===== config.mk =====
export PLATFORM = sky130hd
export DESIGN_NAME = tsc_i2c_slave
export DESIGN_NICKNAME = d
export VERILOG_FILES = /design/src/rtl/tsc_i2c_pkg.sv /design/src/rtl/tsc_sync.sv /design/src/rtl/tsc_bus_cond.sv /design/src/rtl/tsc_scl_cnt.sv /design/src/rtl/tsc_i2c_fsm.sv /design/src/rtl/tsc_i2c_slave.sv
export SDC_FILE = /design/constraint.sdc
export NUM_CORES = 1
export LEC_CHECK = 0
export BUFFER_PORTS_ARGS = -buffer_cell sky130_fd_sc_hd__buf_2
export CORE_MARGIN = 4
export CORE_UTILIZATION = 59
export DETAILED_ROUTE_END_ITERATION = 10
export HOLD_SLACK_MARGIN = 0.08
export PLACE_DENSITY = 0.79
export SETUP_SLACK_MARGIN = 0.05
export SLEW_MARGIN = 25
export SYNTH_ARGS = -nofsm -noshare
export SYNTH_HDL_FRONTEND = slang
export SYNTH_HIERARCHICAL = 1
export SYNTH_SLANG_ARGS = --single-unit

===== constraint.sdc =====
create_clock -name clk_i -period 4.6 [get_ports clk_i]
set_input_delay 1.15 -clock clk_i [delete_from_list [all_inputs] [get_ports clk_i]]
set_output_delay 1.15 -clock clk_i [all_outputs]
set_load 0.02 [all_outputs]

===== src/rtl/tsc_i2c_pkg.sv =====
package tsc_i2c_pkg;
  localparam logic [5:0] ADDR_PREFIX = 6'b100100;

  typedef enum logic [2:0] {
    ST_IDLE,
    ST_ADDR,
    ST_ADDR_ACK,
    ST_CMD,
    ST_CMD_ACK,
    ST_TX,
    ST_MACK,
    ST_HOLD
  } st_e;

  typedef struct packed {
    logic       wake;
    logic [2:0] chan;
    logic       pd;
    logic       res8;
  } cmd_t;
endpackage


===== src/rtl/tsc_sync.sv =====
module tsc_sync #(
  parameter int W      = 2,
  parameter int STAGES = 2
) (
  input  logic         clk_i,
  input  logic         rst_ni,
  input  logic [W-1:0] d_i,
  output logic [W-1:0] q_o
);
  logic [STAGES-1:0][W-1:0] pipe;

  for (genvar s = 0; s < STAGES; s++) begin : g_stage
    if (s == 0) begin : g_first
      always_ff @(posedge clk_i or negedge rst_ni) begin
        if (!rst_ni) pipe[0] <= '1;
        else         pipe[0] <= d_i;
      end
    end else begin : g_next
      always_ff @(posedge clk_i or negedge rst_ni) begin
        if (!rst_ni) pipe[s] <= '1;
        else         pipe[s] <= pipe[s-1];
      end
    end
  end

  assign q_o = pipe[STAGES-1];
endmodule


===== src/rtl/tsc_bus_cond.sv =====
module tsc_bus_cond (
  input  logic clk_i,
  input  logic rst_ni,
  input  logic scl_s_i,
  input  logic sda_s_i,
  output logic scl_rise_o,
  output logic scl_fall_o,
  output logic start_o,
  output logic stop_o
);
  logic scl_q, sda_q;

  always_ff @(posedge clk_i or negedge rst_ni) begin
    if (!rst_ni) begin
      scl_q <= 1'b1;
      sda_q <= 1'b1;
    end else begin
      scl_q <= scl_s_i;
      sda_q <= sda_s_i;
    end
  end

  assign scl_rise_o = scl_s_i & ~scl_q;
  assign scl_fall_o = ~scl_s_i & scl_q;
  // data edges only count while the clock stays high across both samples
  assign start_o    = scl_s_i & scl_q & sda_q & ~sda_s_i;
  assign stop_o     = scl_s_i & scl_q & ~sda_q & sda_s_i;
endmodule


===== src/rtl/tsc_scl_cnt.sv =====
module tsc_scl_cnt #(
  parameter int CNT_W = 5
) (
  input  logic             clk_i,
  input  logic             rst_ni,
  input  logic             clr_i,
  input  logic             inc_i,
  output logic [CNT_W-1:0] cnt_o
);
  localparam logic [CNT_W-1:0] CNT_MAX = '1;

  always_ff @(posedge clk_i or negedge rst_ni) begin
    if (!rst_ni)                         cnt_o <= '0;
    else if (clr_i)                      cnt_o <= '0;
    else if (inc_i && cnt_o != CNT_MAX)  cnt_o <= cnt_o + 1'b1;
  end
endmodule


===== src/rtl/tsc_i2c_fsm.sv =====
module tsc_i2c_fsm
  import tsc_i2c_pkg::*;
#(
  parameter int ADC_W = 12
) (
  input  logic             clk_i,
  input  logic             rst_ni,
  input  logic             strap_i,
  input  logic             sda_s_i,
  input  logic             scl_rise_i,
  input  logic             scl_fall_i,
  input  logic             start_i,
  input  logic             stop_i,
  input  logic [ADC_W-1:0] adc_data_i,
  output logic             sda_oe_o,
  output cmd_t             cmd_o,
  output logic             cmd_stb_o,
  output logic             conv_start_o
);
  localparam int LO_W = ADC_W - 8;

  st_e             st;
  logic [2:0]      bit_cnt;
  logic [7:0]      sh;
  logic            ack_half;
  logic            ack_drv;
  logic            is_read;
  logic            second;
  logic [LO_W-1:0] lo_q;
  logic [LO_W+7:0] lo_ext;
  logic [7:0]      lo_byte;
  logic [7:0]      hi_byte;

  assign hi_byte = adc_data_i[ADC_W-1 -: 8];
  assign lo_ext  = {lo_q, 8'h00};
  assign lo_byte = lo_ext[LO_W+7 -: 8];

  assign sda_oe_o = ack_drv | ((st == ST_TX) & ~sh[7]);

  always_ff @(posedge clk_i or negedge rst_ni) begin
    if (!rst_ni) begin
      st           <= ST_IDLE;
      bit_cnt      <= '0;
      sh           <= '0;
      ack_half     <= 1'b0;
      ack_drv      <= 1'b0;
      is_read      <= 1'b0;
      second       <= 1'b0;
      lo_q         <= '0;
      cmd_o        <= '0;
      cmd_stb_o    <= 1'b0;
      conv_start_o <= 1'b0;
    end else begin
      cmd_stb_o    <= 1'b0;
      conv_start_o <= 1'b0;
      if (start_i) begin
        st       <= ST_ADDR;
        bit_cnt  <= '0;
        ack_half <= 1'b0;
        ack_drv  <= 1'b0;
      end else if (stop_i) begin
        st       <= ST_IDLE;
        ack_half <= 1'b0;
        ack_drv  <= 1'b0;
      end else begin
        unique case (st)
          ST_ADDR: if (scl_rise_i) begin
            sh      <= {sh[6:0], sda_s_i};
            bit_cnt <= bit_cnt + 3'd1;
            if (bit_cnt == 3'd7) begin
              if (sh[6:1] == ADDR_PREFIX && sh[0] == strap_i) begin
                st           <= ST_ADDR_ACK;
                is_read      <= sda_s_i;
                conv_start_o <= sda_s_i;
                ack_half     <= 1'b0;
              end else begin
                st <= ST_HOLD;
              end
            end
          end

          ST_ADDR_ACK, ST_CMD_ACK: if (scl_fall_i) begin
            if (!ack_half) begin
              ack_drv  <= 1'b1;
              ack_half <= 1'b1;
            end else begin
              ack_drv  <= 1'b0;
              ack_half <= 1'b0;
              bit_cnt  <= '0;
              if (st == ST_CMD_ACK) begin
                st <= ST_HOLD;
              end else if (is_read) begin
                sh     <= hi_byte;
                lo_q   <= adc_data_i[LO_W-1:0];
                second <= 1'b0;
                st     <= ST_TX;
              end else begin
                st <= ST_CMD;
              end
            end
          end

          ST_CMD: if (scl_rise_i) begin
            sh      <= {sh[6:0], sda_s_i};
            bit_cnt <= bit_cnt + 3'd1;
            if (bit_cnt == 3'd7) begin
              // byte = {sh[6:0], sda}: bit7 wake, 6..4 chan, 2 pd, 1 res8
              cmd_o.wake <= sh[6];
              cmd_o.chan <= sh[5:3];
              cmd_o.pd   <= sh[1];
              cmd_o.res8 <= sh[0];
              cmd_stb_o  <= 1'b1;
              ack_half   <= 1'b0;
              st         <= ST_CMD_ACK;
            end
          end

          ST_TX: if (scl_fall_i) begin
            if (bit_cnt == 3'd7) begin
              bit_cnt  <= '0;
              ack_half <= 1'b0;
              st       <= ST_MACK;
            end else begin
              sh      <= {sh[6:0], 1'b0};
              bit_cnt <= bit_cnt + 3'd1;
            end
          end

          ST_MACK: begin
            if (scl_rise_i) begin
              if (!sda_s_i && !second && !cmd_o.res8) ack_half <= 1'b1;
              else                                    st       <= ST_HOLD;
            end else if (scl_fall_i && ack_half) begin
              ack_half <= 1'b0;
              second   <= 1'b1;
              sh       <= lo_byte;
              bit_cnt  <= '0;
              st       <= ST_TX;
            end
          end

          default: ;
        endcase
      end
    end
  end
endmodule


===== src/rtl/tsc_i2c_slave.sv =====
module tsc_i2c_slave
  import tsc_i2c_pkg::*;
#(
  parameter int ADC_W       = 12,
  parameter int CNT_W       = 5,
  parameter int SYNC_STAGES = 2
) (
  input  logic             clk_i,
  input  logic             rst_ni,
  input  logic             scl_i,
  input  logic             sda_i,
  input  logic             strap_i,
  input  logic [ADC_W-1:0] adc_data_i,
  output logic             sda_oe_o,
  output logic             wake_o,
  output logic [2:0]       chan_o,
  output logic             pd_o,
  output logic             res8_o,
  output logic             cmd_stb_o,
  output logic             conv_start_o,
  output logic             scl_rise_o,
  output logic [CNT_W-1:0] scl_cnt_o
);
  logic scl_s, sda_s;
  logic scl_fall, bus_start, bus_stop;
  cmd_t cmd;

  tsc_sync #(.W(2), .STAGES(SYNC_STAGES)) u_sync (
    .clk_i  (clk_i),
    .rst_ni (rst_ni),
    .d_i    ({scl_i, sda_i}),
    .q_o    ({scl_s, sda_s})
  );

  tsc_bus_cond u_cond (
    .clk_i      (clk_i),
    .rst_ni     (rst_ni),
    .scl_s_i    (scl_s),
    .sda_s_i    (sda_s),
    .scl_rise_o (scl_rise_o),
    .scl_fall_o (scl_fall),
    .start_o    (bus_start),
    .stop_o     (bus_stop)
  );

  tsc_scl_cnt #(.CNT_W(CNT_W)) u_cnt (
    .clk_i  (clk_i),
    .rst_ni (rst_ni),
    .clr_i  (bus_start),
    .inc_i  (scl_rise_o),
    .cnt_o  (scl_cnt_o)
  );

  tsc_i2c_fsm #(.ADC_W(ADC_W)) u_fsm (
    .clk_i        (clk_i),
    .rst_ni       (rst_ni),
    .strap_i      (strap_i),
    .sda_s_i      (sda_s),
    .scl_rise_i   (scl_rise_o),
    .scl_fall_i   (scl_fall),
    .start_i      (bus_start),
    .stop_i       (bus_stop),
    .adc_data_i   (adc_data_i),
    .sda_oe_o     (sda_oe_o),
    .cmd_o        (cmd),
    .cmd_stb_o    (cmd_stb_o),
    .conv_start_o (conv_start_o)
  );

  assign wake_o = cmd.wake;
  assign chan_o = cmd.chan;
  assign pd_o   = cmd.pd;
  assign res8_o = cmd.res8;
endmodule


==> results.toml <==
[floorplanning]
start_util = 0.623
dieArea_mm2 = 0.00499
fp.coreArea_mm2 = 0.00372
floorplan.die.height_um = 70.6
fp-row-count = 22
pin_count = 32
die_w_um = 70.6

[run_status]
status = "completed"

[timing]
fmax_ghz = 0.326
tightest_slew_ns = 0.942
skew_ns = 0.00757
rsz0062_at_grt = "no"
finalSetupViolations = 0
relSlewSlack = 0.371
fin_setup_tns_ns = 0
final-hold-violation-count = 0
finalWorstSetupSlack_ns = 1.54
post-route-period-util = 0.666
period_minus_slack_ns = 3.06
drv_slew = 0

[drt]
vias_per_cell = 6.07
drt_iter0_markers = 205
num_vias = 1804
drc = 0
detail-route-antenna-nets = 0
dr.pass1.iters = 5
wl_mm = 4.74
avgRoutedWirePerCell_um = 15.9

[worst_setup_path]
cp.required_ns = 3.45
worst-endpoint-arrival_ns = 1.91
cpPeakStageDelay_ns = 0.75
cpLargestDelayFamily = "simple AND/OR/NAND/NOR gates"
worstSetupStartpointType = "flip-flop"
ff2ff_setup_slack_ns = 1.64
crit_buf_inv = 1
r2r_start = "u_fsm/st[0]$_DFFE_PN0P_"
endpoint_kind = "primary output"
r2r_end = "u_fsm/cmd_o[1]$_DFFE_PN0P_"
ff2ff_path_depth = 5
crit_type = "reg -> out"
crit_slowest_cell = "nor2b_1"
path_cells = "nor2b_1 > buf_2"
path_max_fanout = 15

[clocking]
clockRootBuffer = "clkbuf_8"
clk_pin_slew_worst_paths_ns = 0.08
cts_sinks = 41
cts_buffers = 5
cts_setup_buffers = 0
hold_buffers = 0
ctsResizeCount = 0
clk_latency_ns = 0.30
cts_tree = "done"
htree_levels = 2
clockBufferDepth = 2

[place]
dp.final_hpwl_mm = 3.25
place_ws_ns = 1.79
gp_congestion = 0.889
placed_area_mm2 = 0.00242
portBuffers = 31

[run]
maxCapViolCount = 0

[yosys]
synth_cells = 226
ys_ff_latch = 41
synthTopCellsByArea = "dfrtp_1 (38%), mux2_2 (8.8%), dfstp_2 (6.8%)"
syn_nets = 247
ys_types = 52
synth_common_cells = "dfrtp_1 (35), nand2_1 (30), mux2_2 (18), nor2_1 (13), mux2i_1 (9)"
postSynthAreaPerCell_um2 = 10.2
seq_area_frac_synth = 0.446
yosysWarnings = 6
synth-main-ff-cell = "dfrtp_1"
syn_area_mm2 = 0.00231
synth_top_area_frac = 0.378
yosysTopAreaCell = "dfrtp_1"
synth_edf_count = 0
yosysMostFrequentCell = "dfrtp_1"
synthArstFlopShare = 1.00

[grt]
antenna_found_initial = 0
gr-total-overflow = 0
grt_max_degree = 42
grt_pass1_wl_mm = 8.07
grt_use_total = 0.203
grt_pass1_vias = 1740

[min_path]
hold_depth = 0
min_from = "u_sync/pipe[0]$_DFF_PN1_"
holdPathEnd = "u_sync/q_o[0]$_DFF_PN1_"
hp-class = "reg -> reg"

[cells_and_area]
final_area_mm2 = 0.00255
drive_gt1_frac = 0.273
diodes = 0
area_growth_pct = 10.3
final_nets = 269

[power]
vdd_drop_max_mv = 0.349
power_leakage_nw = 1.23
cellPowerDensity_mw_per_mm2 = 624
flip-flops by register name (all words and copies together) (netlist names), 2 cells and up:
register	cells
u_fsm/cmd_o	6
u_sync/q_o	2
u_cnt/cnt_o	5
u_fsm/sh	8
u_sync/pipe	2
u_fsm/bit_cnt	3
u_fsm/st	3
u_fsm/lo_q	4
worst register-to-register path: stages (launching register included):
cell and delay (ns):
dfrtp_1 0.86, inv_1 0.44, nor2_1 0.30, nor4b_1 0.42, and3_1 0.43, mux2_2 0.39
worst max-delay path by stage:
stage	from	to	slack, ns	depth (start not counted)
CTS	u_sync/q_o[1]$_DFF_PN1_	scl_rise_o	1.54	2
finish	u_sync/q_o[1]$_DFF_PN1_	scl_rise_o	1.54	2
detailed placement	u_fsm/st[0]$_DFFE_PN0P_	u_fsm/cmd_o[1]$_DFFE_PN0P_	1.79	5
floorplan	u_sync/q_o[1]$_DFF_PN1_	u_fsm/bit_cnt[2]$_DFFE_PN0P_	2.18	8
global placement	u_fsm/st[0]$_DFFE_PN0P_	u_fsm/cmd_o[5]$_DFFE_PN0P_	1.86	5
global route	u_sync/q_o[1]$_DFF_PN1_	scl_rise_o	1.42	2
cell usage in the layout, fill, tap and decap left out, types with 5 or more instances in the layout:
| cell | netlist | layout |
|---|---|---|
| dfrtp_1 | 35 | 35 |
| buf_2 | 3 | 31 |
| nand2_1 | 30 | 30 |
| mux2_2 | 18 | 18 |
| nor2_1 | 13 | 13 |
| mux2i_1 | 9 | 9 |
| nand3_1 | 7 | 7 |
| o21ai_0 | 7 | 7 |
| and3_1 | 6 | 6 |
| a21oi_1 | 6 | 6 |
| nor2b_1 | 6 | 6 |
| dfstp_2 | 6 | 6 |
| clkbuf_8 | 2 | 5 |
| o22ai_1 | 5 | 5 |
| a31oi_1 | 5 | 5 |
| nor3_1 | 5 | 5 |
per-layer routing:
metal,track usage,routed length (um),vias up
li1,-,-,854
met1,0.274,2060,855
met2,0.309,2240,81
met3,0.0483,312,14
met4,0.0960,127,0
met5,0,0,-
layout make-up:
class | instances | area [um^2]
inverter | 4 | 15.0
fill | 305 | 1160
tap | 48 | 60.1
sequential | 41 | 1030
multi-input combinational | 165 | 1150
timing repair buffer | 31 | 155
clock inverter | 3 | 65.1
clock buffer | 5 | 68.8
report_power, final:
part / switching, W / total (W) / internal (W) / leakage, nW
clock network: 0.000126 / 0.000341 / 0.000216 / 0.0681
logic: 0.000346 / 0.000650 / 0.000304 / 0.647
registers: 0.000152 / 0.000601 / 0.000450 / 0.520
metrics by stage:
step                      hold WS, ns  cells   util  total power [W]
after floorplan                 0.345    226      -          0.00112
after CTS                       0.360    297  0.687          0.00159
after global routing            0.363    297  0.687          0.00170
final                           0.359    297  0.687          0.00159
after global placement          0.346    289  0.651          0.00122
after detailed placement        0.348    289  0.651          0.00124
logic make-up (layout without fill, tap and decap cells):
kind of cell | Yosys count | after routing | synth area share
DFF | 41 | 41 | 0.446
adders and majority gates | 5 | 5 | 0.0259
buffers and inverters | 20 | 43 | 0.0546
xor gates and xnor gates | 4 | 4 | 0.0151
and+or+nand+nor | 90 | 90 | 0.215
AOI/OAI and AO/OA | 38 | 38 | 0.112
muxes | 28 | 28 | 0.131
Note: power is estimated with default switching activity, not from simulation.
